`src/rtl/tic_pkg.sv`:
```
package tic_pkg;

  // Default width of the interval counter and the capture register.
  localparam int unsigned TIC_CNT_W = 10;

  // Default number of trigger inputs merged into one capture event.
  localparam int unsigned TIC_NUM_TRIG = 2;

  // Next value of a saturating counter step.
  function automatic logic [TIC_CNT_W-1:0] sat_step(input logic [TIC_CNT_W-1:0] cur);
    logic [TIC_CNT_W-1:0] top_val;
    top_val = '1;
    return (cur == top_val) ? cur : cur + 1'b1;
  endfunction

endpackage

```
`src/rtl/tic_trig_merge.sv`:
```
module tic_trig_merge #(
  parameter int unsigned NUM_TRIG = 2
) (
  input  logic                enable,
  input  logic [NUM_TRIG-1:0] trig,
  output logic                fire
);

  logic [NUM_TRIG:0] chain;

  assign chain[0] = 1'b0;

  // Any number of simultaneous triggers collapses to one event.
  for (genvar g = 0; g < NUM_TRIG; g++) begin : g_or
    assign chain[g+1] = chain[g] | trig[g];
  end

  assign fire = enable & chain[NUM_TRIG];

endmodule

```
`src/rtl/tic_sat_counter.sv`:
```
module tic_sat_counter #(
  parameter int unsigned CNT_W = 10
) (
  input  logic             clk,
  input  logic             rst,
  input  logic             enable,
  input  logic             tick,
  input  logic             clr,
  output logic [CNT_W-1:0] count
);

  localparam logic [CNT_W-1:0] CNT_MAX = {CNT_W{1'b1}};

  always_ff @(posedge clk) begin
    if (rst || !enable) begin
      count <= '0;
    end else if (clr) begin
      count <= '0;
    end else if (tick && (count != CNT_MAX)) begin
      count <= count + 1'b1;
    end
  end


  cnt_step_chk: assert property (@(posedge clk) disable iff (rst)
    (enable && !clr && tick && count != CNT_MAX) |=> (count == $past(count) + 1'b1));


  cnt_idle_chk: assert property (@(posedge clk) disable iff (rst)
    (enable && !clr && !tick) |=> $stable(count));


  cnt_sat_chk: assert property (@(posedge clk) disable iff (rst)
    (enable && !clr && count == CNT_MAX) |=> (count == CNT_MAX));


  cnt_clr_chk: assert property (@(posedge clk) disable iff (rst)
    clr |=> (count == '0));


  cnt_off_chk: assert property (@(posedge clk) disable iff (rst)
    !enable |=> (count == '0));

endmodule

```
`src/rtl/tic_capture_reg.sv`:
```
module tic_capture_reg #(
  parameter int unsigned CNT_W = 10
) (
  input  logic             clk,
  input  logic             rst,
  input  logic             load,
  input  logic [CNT_W-1:0] din,
  output logic [CNT_W-1:0] value,
  output logic             valid,
  output logic             evt
);

  always_ff @(posedge clk) begin
    if (rst) begin
      value <= '0;
      valid <= 1'b0;
      evt   <= 1'b0;
    end else begin
      valid <= load;
      evt   <= load;
      if (load) begin
        value <= din;
      end
    end
  end


  cap_load_chk: assert property (@(posedge clk) disable iff (rst)
    load |=> (value == $past(din)));


  cap_evt_chk: assert property (@(posedge clk) disable iff (rst)
    load |=> (evt && valid));


  cap_hold_chk: assert property (@(posedge clk) disable iff (rst)
    !load |=> (!valid && !evt && $stable(value)));

endmodule

```
`src/rtl/trig_interval_capture.sv`:
```
module trig_interval_capture #(
  parameter int unsigned CNT_W    = tic_pkg::TIC_CNT_W,
  parameter int unsigned NUM_TRIG = tic_pkg::TIC_NUM_TRIG
) (
  input  logic                clk,
  input  logic                rst,
  input  logic                meas_en,
  input  logic                tick,
  input  logic [NUM_TRIG-1:0] trig,
  output logic [CNT_W-1:0]    cap_value,
  output logic                cap_valid,
  output logic                shift_evt
);

  logic             fire;
  logic [CNT_W-1:0] interval_cnt;

  tic_trig_merge #(
    .NUM_TRIG (NUM_TRIG)
  ) u_merge (
    .enable (meas_en),
    .trig   (trig),
    .fire   (fire)
  );

  tic_sat_counter #(
    .CNT_W (CNT_W)
  ) u_counter (
    .clk    (clk),
    .rst    (rst),
    .enable (meas_en),
    .tick   (tick),
    .clr    (fire),
    .count  (interval_cnt)
  );

  tic_capture_reg #(
    .CNT_W (CNT_W)
  ) u_capture (
    .clk   (clk),
    .rst   (rst),
    .load  (fire),
    .din   (interval_cnt),
    .value (cap_value),
    .valid (cap_valid),
    .evt   (shift_evt)
  );


  off_quiet_chk: assert property (@(posedge clk) disable iff (rst)
    !meas_en |=> (!cap_valid && !shift_evt && $stable(cap_value)));


  evt_pair_chk: assert property (@(posedge clk) disable iff (rst)
    (cap_valid == shift_evt));


  tick_trig_chk: assert property (@(posedge clk) disable iff (rst)
    (meas_en && tick && (|trig)) |=> (interval_cnt == '0 && cap_value == $past(interval_cnt)));


  rst_out_chk: assert property (@(posedge clk)
    rst |=> (cap_value == '0 && !cap_valid && !shift_evt));

endmodule

```
`config.mk`:
```
export PLATFORM = sky130hd
export DESIGN_NAME = trig_interval_capture
export DESIGN_NICKNAME = d
export VERILOG_FILES = /design/src/rtl/tic_pkg.sv /design/src/rtl/tic_trig_merge.sv /design/src/rtl/tic_sat_counter.sv /design/src/rtl/tic_capture_reg.sv /design/src/rtl/trig_interval_capture.sv
export SDC_FILE = /design/constraint.sdc
export NUM_CORES = 1
export LEC_CHECK = 0
export ABC_CLOCK_PERIOD_IN_PS = 1400
export CAP_MARGIN = 20
export CORE_MARGIN = 2
export CORE_UTILIZATION = 40
export CTS_BUF_LIST = sky130_fd_sc_hd__clkbuf_16
export CTS_CLUSTER_DIAMETER = 40
export DETAILED_ROUTE_END_ITERATION = 6
export GPL_TIMING_DRIVEN = 0
export MAX_ROUTING_LAYER = met4
export PLACE_DENSITY = 0.66
export SLEW_MARGIN = 20
export SYNTH_ARGS = -nofsm -noshare
export SYNTH_HDL_FRONTEND = slang
export SYNTH_SLANG_ARGS = --single-unit
export TNS_END_PERCENT = 30
```
`constraint.sdc`:
```
create_clock -name clk -period 1.4 [get_ports clk]
set_input_delay 0.28 -clock clk [delete_from_list [all_inputs] [get_ports clk]]
set_output_delay 0.28 -clock clk [all_outputs]
set_load 0.1 [all_outputs]
```
Word level (Yosys, flattened, before mapping)
Index checks and enable logic that the tools add are counted.
Word-level totals
  register bits after elaboration: 21
  input bits: 6
  output and inout bits: 12
  word-level logic and storage cells: 11
Cells by class
  $add $sub $neg: 1
  equality and inequality tests: 1
  bitwise logic cells: 2
  reductions and logical operators: 4
Operators with widths (number)
  adder 10 x 1 -> 10 bit, second input constant: 1
  inequality test 10 bit, second input constant: 1
  OR reduction 2 bit: 1
  bitwise AND 1 bit: 1
  logical AND 1 bit: 1
  zero test 1 bit: 1
  logical OR 1 bit: 1
  OR 1 bit: 1

Depth between registers and ports, before layout
Gate-level depths: netlist of the first run.
  depth after elaboration: 3
  gate-level depth with buffers: 5
  depth with buffers taken out: 5

Hierarchy
From an unflattened synthesis of the first run, not the netlist that was laid out.
Second synthesis, totals
  cell total of the unflattened synthesis: 98
  area, all modules: 978.4 um^2
By module, submodules not included
  tic_sat_counter: times used 1, cells each 62, area each 583.1 um^2, seq. area each 200.2 um^2
  tic_capture_reg: times used 1, cells each 35, area each 387.9 um^2, seq. area each 220.2 um^2
  tic_trig_merge: times used 1, cells each 1, area each 7.5 um^2, seq. area each 0.0 um^2

Worst setup path before layout of the first run
OpenSTA, ideal clock, no wires.
  kind: register -> output
  from: register u_capture.valid (netlist name)
  to: output port shift_evt
  data arrival time: 1.356 ns
  data required time: 1.120 ns
  setup slack: -0.236 ns
  stages on the path, launching flop included: 2
  path buffers: 1
  path through: dfxtp_1 buf_4
RTL lines
  end: declaration: RTL line trig_interval_capture.sv:12  | output logic shift_evt

Worst setup path after layout of the first run
  from: register u_capture.valid
  to: output port cap_valid
RTL lines
  start: declaration: RTL line tic_capture_reg.sv:9  | output logic valid,
  start signal: assignment: RTL line tic_capture_reg.sv:19  | valid <= load;
  end: declaration: RTL line trig_interval_capture.sv:11  | output logic cap_valid,
No word-level cell between the ends.

==> results of run 1 <==
layout by cell type, fill, tap and decap left out, drive strengths merged, types with 2 or more instances in the layout:
| cell | n |
|---|---|
| clkbuf | 5 |
| mux2i | 12 |
| a21oi | 2 |
| o21ai | 2 |
| nor2b | 2 |
| nand4 | 2 |
| nand3 | 2 |
| buf | 12 |
| o211ai | 3 |
| dfxtp | 21 |
| nand2 | 4 |
| clkdlybuf4s50 | 4 |
| and3 | 2 |
| xor2 | 5 |
| nor2 | 19 |
| and4 | 2 |
| o31ai | 2 |
kinds of logic (layout without fill, tap and decap cells):
group                      after synthesis  count (layout)  share of synthesized area
adders and majority gates                1               1                     0.0139
and+or+nand+nor                         35              35                      0.209
AOI/OAI and AO/OA                       12              12                      0.109
buffers and inverters                    3              24                     0.0181
DFF                                     21              21                      0.468
muxes                                   12              12                      0.134
xor gates and xnor gates                 5               5                     0.0487
flip-flops by register name (all words and copies together) (netlist names):
| name | cells |
|---|---|
| u_capture.value | 10 |
| u_capture.valid | 1 |
| u_counter.count | 10 |
final timing paths:
| path | endpoint | slack [ns] | cells past startpoint |
|---|---|---|---|
| setup reg to reg | u_counter.count[5]$_SDFFE_PP0P_ | 0.07 | 4 |
| hold / removal | u_capture.value[4]$_SDFFE_PP0P_ | 0.49 | 2 |
| hold reg to reg | u_capture.value[4]$_SDFFE_PP0P_ | 0.49 | 2 |
| setup / recovery | cap_valid | 0.03 | 1 |
synthesized netlist by cell type (2+ instances only):
cell	instances
nor2_1	19
nor2b_1	2
dfxtp_1	21
mux2i_1	12
xor2_1	5
nand2_1	4
a21oi_1	2
o211ai_1	3
what timing repair did:
action / 4_1_cts / 5_1_grt
gates resized for setup: 55 / 17
setup endpoints to repair: 15 / 22
pin swaps: 0 / 3
hold endpoints to repair: 0 / 0
stage by stage:
stage	util	area, um2	setup WS (ns)	total power, mW
3_5_place_dp	0.509	1100	-0.395	0.699
6_report	0.537	1160	0.0252	1.27
2_1_floorplan	-	900	0.0713	0.670
3_3_place_gp	0.509	1100	-0.384	0.698
4_1_cts	0.532	1150	-0.0285	1.29
5_1_grt	0.537	1160	0.00450	1.32
routing by layer:
metal,global-route usage,routed length (um),vias to the layer above
met3,0.0292,68,4
met4,0.0789,29,0
met5,-,0,-
li1,-,-,358
met1,0.196,864,333
met2,0.212,746,14
report_power, final:
group          switching [mW]  total [mW]  internal (mW)
combinational          0.0511      0.0830         0.0319
clock                   0.204       0.587          0.383
sequential            0.00138       0.602          0.600
cell type report:
class	instances	area (um2)	share of cell area
Multi-Input combinational cell	65	484	0.416
Sequential cell	21	430	0.369
Timing Repair Buffer	17	116	0.0999
Clock buffer	3	75.1	0.0644
Tap cell	28	35.0	0.0301
Buffer	3	18.8	0.0161
Clock inverter	1	5.00	0.00430
==> metrics.md, run 1 <==
| Metric | Value |
|---|---|
| Run status | finished clean |
| Crit. End Element | output pin |
| CP Max Fanout | 2 |
| Fraction of layout cells with a size suffix above 1 | 0.327 |
| GP Congestion | 0.711 |
| Avg Cell Area, Syn | 10.1 um2 |
| Die Span X | 51.4 um |
| Initial DRC count | 9 |
| Fillers | 215 |
| Rel. slew slack | 0.662 |
| Worst Path Arrival | 1.09 ns |
| Placed cells | 134 |
| Reg-to-Reg Start | u_counter.count[2]$_SDFFE_PP0P_ |
| Post-synth top area cell | dfxtp_1 |
| Leak | 0.501 nW |
| Total grt overflow | 0 |
| Routed Antenna Nets | 0 |
| Fin Hold WS | 0.492 ns |
| Final hold vios | 0 |
| Dpl hpwl | 1.17 mm |
| CP required | 1.12 ns |
| Cell count after synthesis | 89 |
| Area contributors post-synth | dfxtp_1 (47%), mux2i_1 (13%), nor2_1 (7.9%), xor2_1 (4.9%), o211ai_1 (2.5%) |
| Average wire per standard cell | 12.4 um |
| Yosys cell types | 29 |
| Slew @ Worst Pin | 0.512 ns |
| Starting Density | 0.414 |
| Syn nets | 96 |
| Critical Path Start Type | register |
| CP Launch Point | u_capture.valid$_SDFF_PP0_ |
| Sequential fraction of the synthesis area | 0.468 |
| Area Overhead vs Synth | 29.7% |
| Row count | 17 |
| VDD IR max | 0.802 mV |
| Core area | 2170 um2 |
| Mapped Area | 898 um2 |
| Vias in the first global route | 637 |
| Pwr Density | 1090 nW/um2 |
| Max frequency | 727 MHz |
| Vias | 709 |
| Drt pass-1 iters | 4 |
| Setup TNS | 0 ns |
| Clock Latency Late Sink | 0.25 ns |
| Die area | 2640 um2 |
| Diode count | 0 |
| CP max stage delay | 0.53 ns |
| Max-cap viol count | 0 |
| Post-Route WL | 1.71 mm |
| Buf/Inv on CP | 1 |
| Slowest-stage cell, CP | clkdlybuf4s18_2 |
| Chip height | 51.4 um |
| Final critical-path required period | 1.37 ns |
| Initial antenna violation count | 0 |
| EDFF count, synth | 0 |
| # H-tree levels | 1 |
| CTS sink count | 21 |
| Worst-path cell chain | clkdlybuf4s18_2 |
| Post-CTS Hold Buffers | 0 |
| Final Setup Violations | 0 |
| Hold Crit Start | u_capture.value[4]$_SDFFE_PP0P_ |
| RSZ-0062 raised after global routing | no |
| Port bufs | 17 |
| Yosys Warn Count | 0 |
| GRT Overall Usage | 0.148 |
| I/O pins | 18 |
| CTS tree | done |
| Yosys reg bits | 21 |
| Clock Tree Buf Depth | 2 |
| Yosys top cell area share | 0.468 |
| Final Net Count | 118 |
| Clock slew at reported path FFs | 0.05 ns |
| Clock skew | 0.00287 ns |
| Via density per instance | 5.14 |
| Ys async rst share | 0 |
| Cts bufs inserted | 3 |
| Worst min path class | register to register |
| Slew Viols, Final | 0 |
| Largest net degree at the start of global routing | 13 |
| Crit path kind | register to output pin |
| Ys flop type | dfxtp_1 |
| Clock tree root driver cell | clkbuf_16 |
| Family with the most delay on the worst path | buffers and inverters |
| Tcrit/Tclk final | 0.982 |
| Global-route wire length before repair | 2.83 mm |
| Post-CTS setup buffers | 0 |
| Final Non-Filler Cells | 138 |
| DRC Markers | 0 |
Note: power is estimated with default switching activity, not from simulation.
==> run 2, diff against run 1 <==
PLACE_DENSITY = 0.67   (was 0.66)
TNS_END_PERCENT = default   (was 30)
==> run 2 against run 1 <==
Clock power is essentially flat. Global-route usage shrank 0.37 points. Non-clock buffer count is the same. Via count shrank 0.99%. Die area is the same. Clock skew is essentially flat. Register-to-register slack is essentially flat. Final cell count is the same. Routed wire length shrank 0.64%. Flip-flop and latch count is the same. Power shrank 0.21%. Largest power group unchanged. Highest routed layer unchanged.
==> metrics.md, run 2 (synthesis gave the netlist of run 1 again) <==
| Metric | Value |
|---|---|
| Run status | finished clean (unchanged) |
| Clock slew at reported path FFs | 0.05 ns (about the same) |
| I/O pins | 18 (unchanged) |
| Final worst slack | 0.0543 ns (was 0.0252 ns) |
| Die area | 2640 um2 (unchanged) |
| Buf/Inv on CP | 2 (was 1) |
| Final Non-Filler Cells | 138 (unchanged) |
| Worst-path cell chain | buf_4 -> buf_2 (was clkdlybuf4s18_2) |
| Die Span X | 51.4 um (unchanged) |
| GP Congestion | 0.730 (was 0.711) |
| Critical Path Start Type | register (unchanged) |
| Diode count | 0 (unchanged) |
| Top flop regs | u_capture.value: 10 flops, u_counter.count: 10 flops, u_capture.valid: 1 flops (unchanged) |
| Final core utilization | 0.532 (was 0.537) |
| FF-to-FF path depth | 5 (was 4) |
| Row count | 17 (unchanged) |
| Global-route wire length before repair | 2.72 mm (was 2.83 mm) |
| Clock tree root driver cell | clkbuf_16 (unchanged) |
| Initial DRC count | 13 (was 9) |
| Vias | 702 (was 709) |
| Post-Layout Inst Area | 1150 um2 (was 1160 um2) |
| Commonest non-fill, non-tap cell in the layout | nor2_1 (unchanged) |
| Crit. End Element | output pin (unchanged) |
| Clock Tree Buf Depth | 2 (unchanged) |
| Average wire per standard cell | 12.3 um (was 12.4 um) |
| # H-tree levels | 1 (unchanged) |
| DRC Markers | 0 (unchanged) |
| Clock Latency Late Sink | 0.25 ns (about the same) |
| Commonest non-fill, non-tap cells in the layout | nor2_1 (19), dfxtp_1 (14), mux2i_1 (12), buf_2 (12), dfxtp_2 (7) (was nor2_1 (19), dfxtp_1 (13), mux2i_1 (12), buf_2 (10), dfxtp_2 (8)) |
| CP Launch Point | u_capture.valid$_SDFF_PP0_ (unchanged) |
| Initial antenna violation count | 0 (unchanged) |
| Core area | 2170 um2 (unchanged) |
| Total grt overflow | 0 (unchanged) |
| Slew Viols, Final | 0 (unchanged) |
| CTS sink count | 21 (unchanged) |
| Clock skew | 0.00319 ns (was 0.00287 ns) |
| Max frequency | 743 MHz (was 727 MHz) |
| Largest net degree at the start of global routing | 12 (was 13) |
| Crit path kind | register to output pin (unchanged) |
| Pre-CTS WS | -0.386 ns (was -0.395 ns) |
| Final critical-path required period | 1.35 ns (was 1.37 ns) |
| Chip height | 51.4 um (unchanged) |
| Worst min path class | register to register (unchanged) |
| Rel. slew slack | 0.677 (was 0.662) |
| Vias in the first global route | 612 (was 637) |
| Slowest-stage cell, CP | buf_2 (was clkdlybuf4s18_2) |
| Area Overhead vs Synth | 28.4% (was 29.7%) |
| CP Max Fanout | 2 (unchanged) |
| Setup TNS | 0 ns (unchanged) |
| Tcrit/Tclk final | 0.961 (was 0.982) |
| Fin Hold WS | 0.486 ns (was 0.492 ns) |
| Placed cells | 134 (unchanged) |
| Routed Antenna Nets | 0 (unchanged) |
| Fraction of layout cells with a size suffix above 1 | 0.300 (was 0.327) |
| Reg2Reg Setup Slack | 0.06 ns (was 0.07 ns) |
| CTS tree | done (unchanged) |
| Family with the most delay on the worst path | buffers and inverters (unchanged) |
| GRT Overall Usage | 0.144 (was 0.148) |
| Slew @ Worst Pin | 0.488 ns (was 0.512 ns) |
| Drt pass-1 iters | 4 (unchanged) |
| Post-CTS Hold Buffers | 0 (unchanged) |
| Max-cap viol count | 0 (unchanged) |
| Leak | 0.504 nW (was 0.501 nW) |
| Final Setup Violations | 0 (unchanged) |
| Cts bufs inserted | 3 (unchanged) |
| Post-Route WL | 1.70 mm (was 1.71 mm) |
| Worst R2R End | u_counter.count[5]$_SDFFE_PP0P_ (unchanged) |
| Total Power | 1.27 mW (about the same) |
| Reg-to-Reg Start | u_counter.count[0]$_SDFFE_PP0P_ (was u_counter.count[2]$_SDFFE_PP0P_) |
| CP max stage delay | 0.41 ns (was 0.53 ns) |
| Hold Crit Start | u_capture.value[8]$_SDFFE_PP0P_ (was u_capture.value[4]$_SDFFE_PP0P_) |
| DP Area | 1100 um2 (unchanged) |
| VDD IR max | 0.764 mV (was 0.802 mV) |
| Dpl hpwl | 1.16 mm (was 1.17 mm) |
| Worst Path Arrival | 1.07 ns (was 1.09 ns) |
| Pwr Density | 1100 nW/um2 (was 1090 nW/um2) |
| Final hold vios | 0 (unchanged) |
| Via density per instance | 5.09 (was 5.14) |
| Fillers | 204 (was 215) |
| Hold depth | 2 (unchanged) |
| Port bufs | 17 (unchanged) |
| Hold EP | u_capture.value[8]$_SDFFE_PP0P_ (was u_capture.value[4]$_SDFFE_PP0P_) |
| Final Net Count | 118 (unchanged) |
| CP required | 1.12 ns (about the same) |
| Starting Density | 0.414 (unchanged) |
## run 2: changes by cell type in the layout (fill, tap and decap cells not counted), sizes merged
cell / change
buf: +2
clkbuf: -1
clkdlybuf4s18: -1
clkinv: -1
inv: +1
## run 2: layer usage
metal	share of wire	up-vias	global-route usage
met5	0	-	-
met4	0.019	0	0.0921
met3	0.039	4	0.0292
met2	0.45	12	0.212
met1	0.49	328	0.180
li1	-	358	-
## run 2: worst min-delay path: cells and delay by family (launching register included)
| family | cells | cell delay (ns) |
|---|---|---|
| mux | 1 | 0.06 |
| flops | 1 | 0.32 |
| simple gates | 1 | 0.07 |
## run 2: worst max-delay path by stage
| stage | to | slack, ns | cells past startpoint |
|---|---|---|---|
| floorplan | u_counter.count[5]$_SDFFE_PP0P_ | 0.07 | 5 |
| global placement | shift_evt | -0.38 | 2 |
| detailed placement | shift_evt | -0.39 | 2 |
| CTS | cap_value[5] | 0.0007 | 1 |
| global route | u_capture.value[0]$_SDFFE_PP0P_ | -0.002 | 5 |
| finish | shift_evt | 0.05 | 2 |
## run 2: final cells by class
type	instances	area [um2]	area share
clock inverters	1	3.75	0.00325
plain buffers	3	18.8	0.0163
well taps	28	35.0	0.0304
clock buffers	3	75.1	0.0651
repair buffers	17	109	0.0944
multi-input cells	65	483	0.419
flip-flops and latches	21	429	0.372
## run 2: power breakdown
group | switching (mW) | total, mW | leakage (nW) | internal (mW)
Sequential | 0.00137 | 0.602 | 0.173 | 0.600
Clock | 0.206 | 0.586 | 0.0423 | 0.380
Combinational | 0.0513 | 0.0814 | 0.289 | 0.0302
Total | 0.258 | 1.27 | 0.504 | 1.01
## run 2: timing repair
item | 4_1_cts | 5_1_grt
pin swaps | 0 | 2
setup buffers | 0 | 0
resized for setup | 60 | 13
setup endpoints to repair | 16 | 19
